==> src/rtl/csv_pkg.sv <==
package csv_pkg;

   typedef enum logic {
      VS_RAW = 1'b0,
      VS_SEP = 1'b1
   } vs_src_e;

   // Source chosen for the output stage; the select input only counts under override.
   function automatic vs_src_e pick_src(input logic ovr, input logic use_sep, input logic auto_sep);
      logic choose_sep;
      choose_sep = ovr ? use_sep : auto_sep;
      return choose_sep ? VS_SEP : VS_RAW;
   endfunction

endpackage

==> src/rtl/csv_sync.sv <==
module csv_sync #(
   parameter int   STAGES  = 2,
   parameter logic RST_VAL = 1'b0
) (
   input  logic clk,
   input  logic rst_n,
   input  logic d_i,
   output logic q_o
);

   generate
      if (STAGES < 2) begin : g_bad_stages
         $error("csv_sync: STAGES must be at least 2");
      end
   endgenerate

   logic [STAGES-1:0] pipe_q;

   always_ff @(posedge clk or negedge rst_n) begin
      if (!rst_n) pipe_q <= {STAGES{RST_VAL}};
      else        pipe_q <= {pipe_q[STAGES-2:0], d_i};
   end

   assign q_o = pipe_q[STAGES-1];

endmodule

==> src/rtl/csv_width_cnt.sv <==
module csv_width_cnt #(
   parameter int CNT_W = 8
) (
   input  logic             clk,
   input  logic             rst_n,
   input  logic             lvl_i,
   output logic             lvl_q_o,
   output logic [CNT_W-1:0] cnt_o
);

   localparam logic [CNT_W-1:0] CNT_MAX = '1;
   localparam logic [CNT_W-1:0] CNT_ONE = CNT_W'(1);

   logic             lvl_q;
   logic [CNT_W-1:0] cnt_q;
   logic             flip;

   assign flip = lvl_i ^ lvl_q;

   always_ff @(posedge clk or negedge rst_n) begin
      if (!rst_n) begin
         lvl_q <= 1'b0;
         cnt_q <= '0;
      end else begin
         lvl_q <= lvl_i;
         if (flip)                 cnt_q <= CNT_ONE;
         else if (cnt_q != CNT_MAX) cnt_q <= cnt_q + CNT_ONE;
      end
   end

   assign lvl_q_o = lvl_q;
   assign cnt_o   = cnt_q;

   // every level change restarts the run measurement
   assert_restart_R2: assert property (@(posedge clk) disable iff (!rst_n)
      flip |=> (cnt_q == CNT_ONE));

   // a full count is held while the level stays put
   assert_saturate_R5: assert property (@(posedge clk) disable iff (!rst_n)
      (cnt_q == CNT_MAX && !flip) |=> (cnt_q == CNT_MAX));

endmodule

==> src/rtl/csv_slicer.sv <==
module csv_slicer #(
   parameter int CNT_W = 8
) (
   input  logic             clk,
   input  logic             rst_n,
   input  logic             lvl_i,
   input  logic [CNT_W-1:0] cnt_i,
   input  logic [CNT_W-1:0] thr_i,
   output logic             sep_o
);

   logic sep_q;
   logic long_run;

   assign long_run = (cnt_i >= thr_i);

   always_ff @(posedge clk or negedge rst_n) begin
      if (!rst_n)        sep_q <= 1'b0;
      else if (long_run) sep_q <= lvl_i;
   end

   assign sep_o = sep_q;

   // a run still under the threshold cannot move the separated sync
   assert_short_hold_R2: assert property (@(posedge clk) disable iff (!rst_n)
      (cnt_i < thr_i) |=> $stable(sep_q));

endmodule

==> src/rtl/csv_out_sel.sv <==
module csv_out_sel
   import csv_pkg::*;
#(
   parameter bit OUT_REG  = 1'b1,
   parameter bit AUTO_SEP = 1'b1
) (
   input  logic clk,
   input  logic rst_n,
   input  logic raw_i,
   input  logic sep_i,
   input  logic ovr_i,
   input  logic use_sep_i,
   input  logic inv_i,
   output logic vs_o
);

   vs_src_e src;
   logic    picked;

   assign src    = pick_src(ovr_i, use_sep_i, AUTO_SEP);
   assign picked = ((src == VS_SEP) ? sep_i : raw_i) ^ inv_i;

   generate
      if (OUT_REG) begin : g_reg
         logic vs_q;
         always_ff @(posedge clk or negedge rst_n) begin
            if (!rst_n) vs_q <= 1'b0;
            else        vs_q <= picked;
         end
         assign vs_o = vs_q;

         // override with select 0 forwards the raw sync
         assert_raw_path_R8: assert property (@(posedge clk) disable iff (!rst_n)
            (ovr_i && !use_sep_i && !inv_i) |=> (vs_q == $past(raw_i)));

         // invert flips the separated sync
         assert_invert_R9: assert property (@(posedge clk) disable iff (!rst_n)
            (ovr_i && use_sep_i && inv_i) |=> (vs_q == !$past(sep_i)));
      end else begin : g_comb
         assign vs_o = picked;
      end
   endgenerate

endmodule

==> src/rtl/csync_vsep.sv <==
module csync_vsep #(
   parameter int THR_W            = 8,
   parameter int SYNC_STAGES      = 2,
   parameter bit CSYNC_ACTIVE_LOW = 1'b1,
   parameter bit AUTO_SEP         = 1'b1,
   parameter bit OUT_REG          = 1'b1
) (
   input  logic             clk,
   input  logic             rst_n,
   input  logic             csync_i,
   input  logic [THR_W-1:0] thresh_i,
   input  logic             raw_vsync_i,
   input  logic             vs_override_i,
   input  logic             vs_use_sep_i,
   input  logic             vs_invert_i,
   output logic             sep_vsync_o,
   output logic             vsync_o
);

   localparam logic IDLE_LVL = CSYNC_ACTIVE_LOW;

   generate
      if (THR_W < 2 || THR_W > 16) begin : g_bad_width
         $error("csync_vsep: THR_W must lie in 2..16");
      end
      if (SYNC_STAGES < 2) begin : g_bad_sync
         $error("csync_vsep: SYNC_STAGES must be at least 2");
      end
   endgenerate

   logic             cs_sync;
   logic             cs_act;
   logic             lvl_q;
   logic [THR_W-1:0] run_cnt;
   logic             sep_vs;

   csv_sync #(.STAGES(SYNC_STAGES), .RST_VAL(IDLE_LVL)) u_sync (
      .clk   (clk),
      .rst_n (rst_n),
      .d_i   (csync_i),
      .q_o   (cs_sync)
   );

   generate
      if (CSYNC_ACTIVE_LOW) begin : g_act_low
         assign cs_act = ~cs_sync;
      end else begin : g_act_high
         assign cs_act = cs_sync;
      end
   endgenerate

   csv_width_cnt #(.CNT_W(THR_W)) u_cnt (
      .clk     (clk),
      .rst_n   (rst_n),
      .lvl_i   (cs_act),
      .lvl_q_o (lvl_q),
      .cnt_o   (run_cnt)
   );

   csv_slicer #(.CNT_W(THR_W)) u_slice (
      .clk   (clk),
      .rst_n (rst_n),
      .lvl_i (lvl_q),
      .cnt_i (run_cnt),
      .thr_i (thresh_i),
      .sep_o (sep_vs)
   );

   csv_out_sel #(.OUT_REG(OUT_REG), .AUTO_SEP(AUTO_SEP)) u_out (
      .clk       (clk),
      .rst_n     (rst_n),
      .raw_i     (raw_vsync_i),
      .sep_i     (sep_vs),
      .ovr_i     (vs_override_i),
      .use_sep_i (vs_use_sep_i),
      .inv_i     (vs_invert_i),
      .vs_o      (vsync_o)
   );

   assign sep_vsync_o = sep_vs;

   // the separated sync only rises out of an active run
   assert_rise_active_R3: assert property (@(posedge clk) disable iff (!rst_n)
      $rose(sep_vs) |-> $past(lvl_q));

   // the separated sync only falls out of an idle run
   assert_fall_idle_R4: assert property (@(posedge clk) disable iff (!rst_n)
      $fell(sep_vs) |-> !$past(lvl_q));

endmodule

==> config.mk <==
export PLATFORM = sky130hd
export DESIGN_NAME = csync_vsep
export DESIGN_NICKNAME = d
export VERILOG_FILES = /design/src/rtl/csv_pkg.sv /design/src/rtl/csv_sync.sv /design/src/rtl/csv_width_cnt.sv /design/src/rtl/csv_slicer.sv /design/src/rtl/csv_out_sel.sv /design/src/rtl/csync_vsep.sv
export SDC_FILE = /design/constraint.sdc
export NUM_CORES = 1
export LEC_CHECK = 0
export ABC_AREA = 1
export ABC_CLOCK_PERIOD_IN_PS = 2300
export BUFFER_PORTS_ARGS = -buffer_cell sky130_fd_sc_hd__clkbuf_2
export CAP_MARGIN = 20
export CORE_MARGIN = 3
export CORE_UTILIZATION = 56
export DETAILED_ROUTE_END_ITERATION = 8
export GPL_ROUTABILITY_DRIVEN = 0
export HOLD_SLACK_MARGIN = 0.02
export MAX_ROUTING_LAYER = met4
export PLACE_DENSITY = 0.79
export SETUP_SLACK_MARGIN = 0.15
export SLEW_MARGIN = 20
export SYNTH_ARGS = -nofsm -noshare
export SYNTH_HDL_FRONTEND = slang
export SYNTH_SLANG_ARGS = --single-unit
==> constraint.sdc <==
create_clock -name clk -period 2.3 [get_ports clk]
set_input_delay 0.23 -clock clk [delete_from_list [all_inputs] [get_ports clk]]
set_output_delay 0.23 -clock clk [all_outputs]
set_load 0.05 [all_outputs]
==> summary.txt <==
Die
  • Initial Util: 62.3%
  • Die Y: ~45 µm
  • I/O Pins: 17
  • Die Wd: 44.8 µm
  • Die ar.: about 2000 µm²
  • Core box area: between 1000 and 1500 µm²
  • FP Rows: 13

Logic synthesis
  • Yosys cell types: 19
  • Avg Cell Area, Syn: 8.08 µm²
  • Leading register cell type out of synthesis: dfrtp_1
  • Post-synth design cell area: ~840 µm²
  • Post-synth ARST share: 100%
  • Yosys Warn Count: 0
  • Most common cell in the netlist: nand2_1
  • Post-synthesis register bit count: 13
  • Largest cells by area after synthesis: dfrtp_1, ha_1, nand2_1, inv_1, dfstp_2
  • Post-Syn Instances: between 100 and 150
  • Top cells by count, synth: nand2_1, inv_1, dfrtp_1, ha_1
  • Synth Net Count: 128
  • Share of the synthesized area in the top cell type: about 33%
  • Area leader, netlist: dfrtp_1
  • Sequential share of the synthesized area: between 30% and 40%
  • EDFF count, synth: 0

Worst setup path
  • Worst Setup End Kind: register
  • Crit path DAT: approximately 1.6 ns
  • Flop-to-flop setup slack: around 0.90 ns
  • CP startpoint: u_cnt.cnt_o[7]$_DFFE_PN0P_
  • CP Capture Point: u_slice.sep_o$_DFFE_PN0P_
  • Worst r2r dst: u_slice.sep_o$_DFFE_PN0P_
  • Most used cell, CP: nand2_1
  • Worst-path cell chain: ha_1 -> a21o_1 -> nor2_1 -> nand3_1 -> nand2_1 -> nand2_1
  • Worst reg2reg path startpoint: u_cnt.cnt_o[7]$_DFFE_PN0P_
  • Crit Path Class: register to register
  • Crit path launch type: register
  • Max incr delay on CP: roughly 0.43 ns
  • Worst r2r path cells: 6
  • WP data required: 2.47 ns
  • Critical Path Slowest Stage Cell: dfrtp_1
  • Crit-path max FO: 4

Clocking
  • CTS tree: yes
  • Post-CTS setup buffers: 0
  • Clock buffer depth: 2
  • CTS Sinks: 13
  • CTS Root Cell: clkbuf_4
  • # H-tree levels: 1
  • CTS buffer count: 3
  • Clock transition at path regs: 0.07 ns
  • Clock latency at the later pin of the worst-skew pair: 0.27 ns

Finish
  • Area grow syn2layout: 17.3%
  • Layout cells sized above 1: 21.4%
  • Layout fillers: around 100
  • Finished Cell Area: ~990 µm²
  • Number of antenna diodes: 0
  • Final nets: 151

STA
  • Peak Freq: 714 MHz
  • RSZ-0062 raised after global routing: false
  • Period utilization: 60.9%
  • Fin crit period: between 1 and 1.5 ns
  • Worst Max-Slew Pin Slew: approximately 0.41 ns
  • Final hold violation count: 0
  • Max Slew Vio Count: 0
  • Clk_skew: around 0.0028 ns
  • Rel. slew slack: around 73%
  • Post-route setup TNS: 0 ns
  • # setup viols final: 0

GRT
  • Initial antenna violation count: 0
  • Grt met3 use: 3.98%
  • Largest net degree at the start of global routing: 14
  • Number of global-route vias before repair: between 600 and 700
  • GR Layer Usage met1: 24.0%
  • Met2 Usage GRT: ~30%
  • Gr usage total: around 20%
  • Gr busiest metal: met2
  • Gr ovfl total: 0
  • Global-route wire length before repair: between 2000 and 3000 µm

Power and ir drop
  • Peak supply drop: around 0.44 mV
  • LEAKAGE: between 0.0005 and 0.0006 µW
  • Overall Power: between 600 and 700 µW
  • Power Density: roughly 630 nW/µm²

Run
  • Max-capacitance violation count: 0

Detailed routing
  • 1st-iter DRT viols: 5
  • Via count: approximately 710
  • Post-route ant nets: 0
  • Routed WL per cell: 11.1 µm
  • Drt pass-1 iters: 4
  • Via density: slightly above 5
  • Drt total wl: approximately 1600 µm
  • # DRC: 0

Placed design
  • Port Buffer Count: 16
  • Area after DPL: roughly 940 µm²
  • Post-DP HPWL: around 1300 µm

Run status
  • Status: complete, no violations

Hold path
  • Hold Path Class: input port to register
==> per-stage QoR <==
step                setup slack, ns  hold slack (ns)  utilization [%]  std cells
floorplan                      1.06          -0.0656                -        104
global placement              0.980            0.133             69.6        135
detailed placement            0.929            0.136             69.6        135
CTS                           0.914           0.0272             72.3        140
global route                  0.802            0.145             73.0        141
finish                        0.900            0.159             73.0        141
==> registers in the layout, summed over array words and instances (netlist names) <==
| signal | flops |
|---|---|
| u_cnt.cnt_o | 8 |
| u_cnt.lvl_q_o | 1 |
| u_out.vs_o | 1 |
| u_slice.sep_o | 1 |
| u_sync.pipe_q | 2 |
==> per-layer routing <==
| metal | up-vias | wire [µm] |
|---|---|---|
| met4 | 0 | 65 |
| met3 | 9 | 75 |
| li1 | 378 | - |
| met1 | 303 | 735 |
| met5 | - | 0 |
| met2 | 24 | 697 |
==> where the power goes <==
group	leakage, µW	internal [µW]	switching (µW)
clock	0.0000150	67.2	68.4
sequential	0.000164	260	23.4
combinational	0.000381	68.5	131
total	0.000560	396	223
==> layout by cell type (no fill, tap or decap), drive strengths merged <==
| cell type | instances |
|---|---|
| nand2 | 27 |
| a21o | 1 |
| nand3 | 7 |
| or2 | 1 |
| xor2 | 2 |
| ha | 9 |
| inv | 20 |
| dfrtp | 11 |
| a21oi | 5 |
| a2bb2oi | 1 |
| dfstp | 2 |
| nor2 | 7 |
| clkbuf | 20 |
| nor3b | 1 |
| o21ai | 5 |
| a31oi | 3 |
| dlygate4sd3 | 2 |
| nand4 | 2 |
==> worst min path at each step <==
stage	from	endpoint	slack [ns]	cells after the start
after global placement	rst_n	u_out.vs_o$_DFF_PN0_	0.13	1
after CTS	csync_i	u_sync.pipe_q[0]$_DFF_PN1_	0.03	1
after detailed placement	rst_n	u_out.vs_o$_DFF_PN0_	0.14	1
after global routing	vs_invert_i	u_out.vs_o$_DFF_PN0_	0.15	2
final	vs_invert_i	u_out.vs_o$_DFF_PN0_	0.16	2
after floorplan	rst_n	u_cnt.cnt_o[0]$_DFFE_PN0P_	-0.07	0
==> area by class of cell <==
| cell class | instances | area [µm²] | area share (%) |
|---|---|---|---|
| Sequential cell | 13 | 328 | 33.2 |
| Multi-Input combinational cell | 71 | 438 | 44.4 |
| Tap cell | 15 | 18.8 | 1.90 |
| Inverter | 20 | 75.1 | 7.61 |
| Clock buffer | 4 | 26.3 | 2.66 |
| Timing Repair Buffer | 18 | 100 | 10.2 |
==> critical path, delay by kind of cell (launching register included) <==
kind                       cells  cell delay (ns)
adders and majority gates      1             0.31
DFF                            1             0.43
and+or+nand+nor                4             0.36
AOI/OAI and AO/OA              1             0.18
==> timing repair <==
item / 4_1_cts / 5_1_grt
endpoints found under the hold margin: 11 / 1
resized for setup: 0 / 0
hold buffers: 1 / 1
endpoints found under the setup margin: 0 / 0
==> kinds of logic after synthesis <==
family	after synthesis	share of synthesized area, %
AO/OA/AOI/OAI	15	10.9
XOR/XNOR	2	2.98
adder cells (fa/ha/maj)	9	13.4
buffers and inverters	20	8.93
flip-flops	13	39.0
AND/OR/NAND/NOR	45	24.9
Note: power is estimated with default switching activity, not from simulation.
